File: config.mk
export PLATFORM = sky130hd
export DESIGN_NAME = gpio_bank
export DESIGN_NICKNAME = d
export VERILOG_FILES = /design/src/rtl/gpio_bank_pkg.sv /design/src/rtl/gpio_bank_sync.sv /design/src/rtl/gpio_bank_regs.sv /design/src/rtl/gpio_bank_pin_irq.sv /design/src/rtl/gpio_bank.sv
export SDC_FILE = /design/constraint.sdc
export NUM_CORES = 1
export LEC_CHECK = 0
export ABC_CLOCK_PERIOD_IN_PS = 3100
export BUFFER_PORTS_ARGS = -buffer_cell sky130_fd_sc_hd__clkbuf_2
export CAP_MARGIN = 20
export CELL_PAD_IN_SITES_DETAIL_PLACEMENT = 1
export CELL_PAD_IN_SITES_GLOBAL_PLACEMENT = 2
export CORE_ASPECT_RATIO = 0.7
export CORE_MARGIN = 8
export CORE_UTILIZATION = 37
export CTS_BUF_LIST = sky130_fd_sc_hd__clkbuf_4 sky130_fd_sc_hd__clkbuf_8
export DETAILED_ROUTE_END_ITERATION = 6
export PLACE_DENSITY = 0.85
export SETUP_SLACK_MARGIN = 0.5
export SYNTH_ARGS = -nofsm -noshare
export SYNTH_HDL_FRONTEND = slang
export SYNTH_SLANG_ARGS = --single-unit
File: constraint.sdc
create_clock -name clk -period 3.1 [get_ports clk]
set_clock_uncertainty 0.1 [all_clocks]
set_input_delay 0.62 -clock clk [delete_from_list [all_inputs] [get_ports clk]]
set_output_delay 0.62 -clock clk [all_outputs]
set_load 0.02 [all_outputs]
File: src/rtl/gpio_bank_pkg.sv
package gpio_bank_pkg;
  typedef logic [7:0] reg_addr_t;

  localparam reg_addr_t A_MODE   = 8'h00;
  localparam reg_addr_t A_DIR    = 8'h04;
  localparam reg_addr_t A_OUT    = 8'h08;
  localparam reg_addr_t A_IN     = 8'h0C;
  localparam reg_addr_t A_PEND   = 8'h10;
  localparam reg_addr_t A_CLR    = 8'h14;
  localparam reg_addr_t A_MASK   = 8'h18;
  localparam reg_addr_t A_UNMASK = 8'h1C;
  localparam reg_addr_t A_POL    = 8'h20;
  localparam reg_addr_t A_EDGE   = 8'h24;
  localparam reg_addr_t A_FILT   = 8'h28;
  localparam reg_addr_t A_BOTH   = 8'h4C;

  typedef struct packed {
    logic [31:0] mode;
    logic [31:0] dir;
    logic [31:0] outd;
    logic [31:0] pol;
    logic [31:0] edg;
    logic [31:0] both;
    logic [31:0] filt;
    logic [31:0] mask;
  } bank_cfg_t;
endpackage

File: src/rtl/gpio_bank_sync.sv
module gpio_bank_sync #(
  parameter int W      = 32,
  parameter int STAGES = 2
) (
  input  logic         clk,
  input  logic         rst_n,
  input  logic [W-1:0] d,
  output logic [W-1:0] q
);
  logic [W-1:0] stage_q [STAGES];

  always_ff @(posedge clk) begin
    if (!rst_n) begin
      for (int i = 0; i < STAGES; i++) stage_q[i] <= '0;
    end else begin
      stage_q[0] <= d;
      for (int i = 1; i < STAGES; i++) stage_q[i] <= stage_q[i-1];
    end
  end

  assign q = stage_q[STAGES-1];
endmodule

File: src/rtl/gpio_bank_regs.sv
module gpio_bank_regs
  import gpio_bank_pkg::*;
#(
  parameter int NPINS = 32
) (
  input  logic        clk,
  input  logic        rst_n,
  input  reg_addr_t   bus_addr,
  input  logic        bus_we,
  input  logic [31:0] bus_wdata,
  output logic [31:0] bus_rdata,
  input  logic [31:0] in_word,
  input  logic [31:0] pend_word,
  output bank_cfg_t   cfg,
  output logic [31:0] clr_pulse
);
  localparam logic [31:0] LANES = 32'((64'd1 << NPINS) - 64'd1);

  logic [31:0] wd;
  assign wd = bus_wdata & LANES;

  always_ff @(posedge clk) begin
    if (!rst_n) begin
      cfg <= '0;
    end else if (bus_we) begin
      case (bus_addr)
        A_MODE:   cfg.mode <= wd;
        A_DIR:    cfg.dir  <= wd;
        A_OUT:    cfg.outd <= wd;
        A_POL:    cfg.pol  <= wd;
        A_EDGE:   cfg.edg  <= wd;
        A_BOTH:   cfg.both <= wd;
        A_FILT:   cfg.filt <= bus_wdata;
        A_MASK:   cfg.mask <= cfg.mask & wd;
        A_UNMASK: cfg.mask <= cfg.mask | wd;
        default:  ;
      endcase
    end
  end

  assign clr_pulse = (bus_we && bus_addr == A_CLR) ? wd : '0;

  always_comb begin
    case (bus_addr)
      A_MODE:  bus_rdata = cfg.mode;
      A_DIR:   bus_rdata = cfg.dir;
      A_OUT:   bus_rdata = cfg.outd;
      A_IN:    bus_rdata = in_word;
      A_PEND:  bus_rdata = pend_word;
      A_MASK:  bus_rdata = cfg.mask;
      A_POL:   bus_rdata = cfg.pol;
      A_EDGE:  bus_rdata = cfg.edg;
      A_FILT:  bus_rdata = cfg.filt;
      A_BOTH:  bus_rdata = cfg.both;
      default: bus_rdata = '0;
    endcase
  end
endmodule

File: src/rtl/gpio_bank_pin_irq.sv
module gpio_bank_pin_irq (
  input  logic clk,
  input  logic rst_n,
  input  logic lvl,
  input  logic mode_irq,
  input  logic edge_sel,
  input  logic pol_low,
  input  logic both_sel,
  input  logic clr,
  output logic pend
);
  logic prev_q;
  logic latch_q;
  logic rise, fall, evt;

  assign rise = lvl & ~prev_q;
  assign fall = ~lvl & prev_q;
  assign evt  = mode_irq & edge_sel &
                (both_sel ? (rise | fall) : (pol_low ? fall : rise));

  always_ff @(posedge clk) begin
    if (!rst_n) begin
      prev_q  <= 1'b0;
      latch_q <= 1'b0;
    end else begin
      prev_q  <= lvl;
      latch_q <= evt | (latch_q & ~clr);
    end
  end

  assign pend = mode_irq & (edge_sel ? latch_q : (lvl ^ pol_low));
endmodule

File: src/rtl/gpio_bank.sv
module gpio_bank
  import gpio_bank_pkg::*;
#(
  parameter int NPINS       = 32,
  parameter int SYNC_STAGES = 2
) (
  input  logic             clk,
  input  logic             rst_n,
  input  logic [7:0]       bus_addr,
  input  logic             bus_we,
  input  logic [31:0]      bus_wdata,
  output logic [31:0]      bus_rdata,
  input  logic [NPINS-1:0] pin_in,
  output logic [NPINS-1:0] pin_out,
  output logic [NPINS-1:0] pin_oe,
  output logic             irq
);
  bank_cfg_t        cfg_q;
  logic [31:0]      clr_pulse;
  logic [NPINS-1:0] sync_q;
  logic [31:0]      in_word;
  logic [31:0]      pend_vec;
  logic [31:0]      cfg_mask, cfg_mode, cfg_dir;

  gpio_bank_sync #(.W(NPINS), .STAGES(SYNC_STAGES)) u_sync (
    .clk(clk), .rst_n(rst_n), .d(pin_in), .q(sync_q)
  );

  always_comb begin
    in_word = '0;
    in_word[NPINS-1:0] = sync_q;
  end

  gpio_bank_regs #(.NPINS(NPINS)) u_regs (
    .clk(clk), .rst_n(rst_n), .bus_addr(bus_addr), .bus_we(bus_we),
    .bus_wdata(bus_wdata), .bus_rdata(bus_rdata), .in_word(in_word),
    .pend_word(pend_vec), .cfg(cfg_q), .clr_pulse(clr_pulse)
  );

  for (genvar p = 0; p < 32; p++) begin : g_pin
    if (p < NPINS) begin : g_live
      gpio_bank_pin_irq u_det (
        .clk(clk), .rst_n(rst_n), .lvl(sync_q[p]),
        .mode_irq(cfg_q.mode[p]), .edge_sel(cfg_q.edg[p]),
        .pol_low(cfg_q.pol[p]), .both_sel(cfg_q.both[p]),
        .clr(clr_pulse[p]), .pend(pend_vec[p])
      );
    end else begin : g_none
      assign pend_vec[p] = 1'b0;
    end
  end

  assign cfg_mask = cfg_q.mask;
  assign cfg_mode = cfg_q.mode;
  assign cfg_dir  = cfg_q.dir;

  assign pin_out = cfg_q.outd[NPINS-1:0];
  assign pin_oe  = cfg_q.dir[NPINS-1:0] & ~cfg_q.mode[NPINS-1:0];
  assign irq     = |(pend_vec & cfg_q.mask);
endmodule

==> qor.txt <==
Synth Flop Type: dfxtp_1
outcome: finished, violations left
Max VDD drop: 395 µV
CP max FO: 8
failing checks: negative setup slack
Initial Utilization: 0.375
final worst slack: -0.0372 ns
measured slew at the worst slew-check pin: 0.550 ns
crit path capture type: output port
Slew HR: 0.633
cts hold-fix bufs: 0
Rows: 69
Post-Synth XOR/XNOR Area: 0.0147
GR Overflow Total: 0
DRT iter0 DRCs: 1700
worst path required time: 2.38 ns
Max Clock Freq: 319 MHz
RSZ-0062 raised after global routing: true
ratio of cells with drive above 1 in the final layout: 0.245
die area: 0.0592 mm²
Syn Nets: 2427
hold depth: 2
WS Path Type: in2out
crit-path cells: clkbuf_16, or4b_4, buf_12, buf_12, nor2_8, buf_12, a22oi_2, nand4_1, clkbuf_8
number of fill cells: 5929
most used cell, CP: buf_12
DRC: 0
Die H: 206 µm
drt pass-1 iters: 6
Cells after Synth: 2288
Final Hold Viols: 0
multi-input combinational cell area: 0.0107 mm²
clock root buffer: clkbuf_8
Synth Area in Compound Gates: 0.239
Final Setup Violations: 2
Seq/Total Area, Yosys: 0.403
Reg2Reg Launch Point: u_sync.stage_q[0][32]
Area Growth Syn to Fin: 27.2%
synthesized area: 0.0191 mm²
post-synth top area share: 0.403
Routed WL: 80900 µm
HPWL Detailed: 54100 µm
Crit-path slowest cell: or4b_4
CP max stage delay: 0.56 ns
gpl congestion: 0.910
PortBufs: 171
# diodes: 0
Final Max Slew Viols: 0
Mean Syn Cell Area: 8.33 µm²
Die Wd: 287 µm
placed cell count: 3044
adder-cell area share of the yosys netlist: 0.0420
Ys Warns: 0
Lkg Pwr: 9.07 nW
area leader, netlist: dfxtp_1
main combinational cell family by area after synthesis: compound AO/OA/AOI/OAI gates
simple-gate share of the synthesized area: 0.219
TritonCTS clock tree: yes
Period minus WS final: 3.14 ns
Vias: 18494
Critical Path AT: 2.42 ns
hold_sp: pin_in[2]
Crit path max-delay family: simple AND/OR/NAND/NOR gates
max cap viols: 0
vias in the first global route: 18923
CP bufs+invs: 5
RR Endpoint: g_pin[0].g_live.u_det.latch_q
antenna-violating nets left: 0
Hold Path End: u_sync.stage_q[0][2]
IO Count: 172
Worst R2R Setup Slack: 1.49 ns
first-pass GRT wire length: 120000 µm
EDFF count, synth: 0
Worst-Skew Late Latency: 0.65 ns
largest net degree at the start of global routing: 116
Seq. cell area: 0.00772 mm²
final std cells w/o fill: 3221
final layout net count: 2639
clock buffer count from CTS: 67
Total GRT Usage: 0.266
initial antenna violation count: 0
cell area power density: 453 mW/mm²
core footprint: 0.0509 mm²
Hold Crit Class: in2reg
Startpoint Class: input port
Area contributors post-synth: dfxtp_1 40%, nand2_1 11%, a21boi_0 5.8%
Cell variety after synth: 59
Cell Area, Placed: 0.0210 mm²
synthesized flop and latch total: 384
clk sinks: 384
drt wl/cell: 25.1 µm
Worst-path clk slew: 0.07 ns
H-tree depth: 3
drt via density: 5.74
worst reg-to-reg path cell count: 7
Setup WS pre-CTS: -0.0990 ns
ys async rst share: 0
clk buf depth: 3
Post-Layout Inst Area: 0.0243 mm²
multiplexer share of the synthesized area: 0.00997
period utilisation layout: 1.01
## flip-flops by register name, indices dropped and copies added, names as in the netlist
register                    flops
g_pin.g_live.u_det.latch_q     32
u_regs.cfg                    256
u_sync.stage_q                 64
g_pin.g_live.u_det.prev_q      32
## Yosys cell counts (13+ instances only)
cell type	instances
nand2_1	549
dfxtp_1	384
a21boi_0	147
and2_1	102
a21boi_1	99
nor2b_1	97
clkbuf_1	83
buf_2	82
inv_1	70
ha_1	64
o21ai_0	62
a21oi_1	54
a22oi_1	46
nand3_1	39
o2111ai_1	39
buf_4	36
a211oi_1	32
a32oi_1	32
xor2_1	32
nand2b_1	28
nor2_1	28
a222oi_1	20
o211ai_1	20
a221oi_1	19
mux2i_1	19
a22o_1	13
## kinds of logic (layout without fill, tap and decap cells)
kind of cell | count (synthesis) | after routing
AOI/OAI and AO/OA | 615 | 615
buffers and inverters | 285 | 544
xor gates and xnor gates | 32 | 32
adders and majority gates | 64 | 64
and+or+nand+nor | 889 | 889
DFF | 384 | 384
muxes | 19 | 19
## worst max-delay path by stage
stage,cells after the start,slack [ns],start,end
finish,9,-0.04,bus_addr[0],bus_rdata[17]
global route,7,-0.13,u_regs.cfg[159],irq
CTS,7,-0.08,u_regs.cfg[142],irq
detailed placement,9,-0.1,bus_addr[3],bus_rdata[17]
global placement,9,-0.05,bus_addr[3],bus_rdata[17]
floorplan,7,0.33,bus_addr[6],bus_rdata[0]
## stage by stage
stage	util	power, mW	hold slack (ns)	setup TNS (ns)
after CTS	0.471	11.1	0.0284	-0.0806
after global routing	0.477	11.4	0.0632	-0.170
after global placement	0.414	5.66	0.316	-0.0599
after detailed placement	0.414	5.68	0.323	-0.531
final	0.477	11.0	0.0752	-0.0618
after floorplan	-	5.47	0.312	0
## power breakdown
part | internal [mW] | leakage (nW) | switching, mW
Clock | 3.14 | 0.796 | 2.22
Sequential | 4.99 | 3.12 | 0.0468
Combinational | 0.259 | 5.16 | 0.351
## routing by layer
metal	track usage	vias to the layer above	wire (µm)
met5	0	-	0
met4	0.114	0	3350
met3	0.0585	216	6670
met2	0.408	784	35400
met1	0.359	9253	35400
li1	-	8241	-
## cell type report
cell class	count	area share
Clock buffer	102	0.0530
Clock inverter	14	0.00918
Inverter	70	0.0108
Multi-Input combinational cell	1619	0.439
Sequential cell	384	0.318
Tap cell	674	0.0348
Timing Repair Buffer	358	0.135
## what timing repair did
| action | 4_1_cts | 5_1_grt |
|---|---|---|
| pin swaps | 69 | 53 |
| gates cloned | 4 | 0 |
| setup endpoints to repair | 33 | 33 |
| resized for setup | 209 | 64 |
| setup buffers | 42 | 15 |
## layout by cell type, fill, tap and decap left out, types with 21 or more instances in the layout
cell         n
nand2_1    545
dfxtp_1    363
a21boi_0   147
clkbuf_2   129
buf_4      117
clkbuf_8   101
a21boi_1    99
and2_1      98
nor2b_1     96
inv_1       70
ha_1        64
o21ai_0     56
a21oi_1     51
buf_6       37
a22oi_1     34
a211oi_1    32
a32oi_1     32
xor2_1      30
buf_12      30
nand2b_1    28
nand3_1     27
nor2_1      26
o2111ai_1   21
buf_8       21
## worst reg2reg max path: cells and delay by family (launching register included)
family,cells,cell delay (ns)
buffers and inverters,1,0.15
AOI/OAI and AO/OA,3,0.51
adders and majority gates,1,0.17
DFF,1,0.37
and+or+nand+nor,2,0.20
No activity file was read; power rests on OpenSTA's default activity.
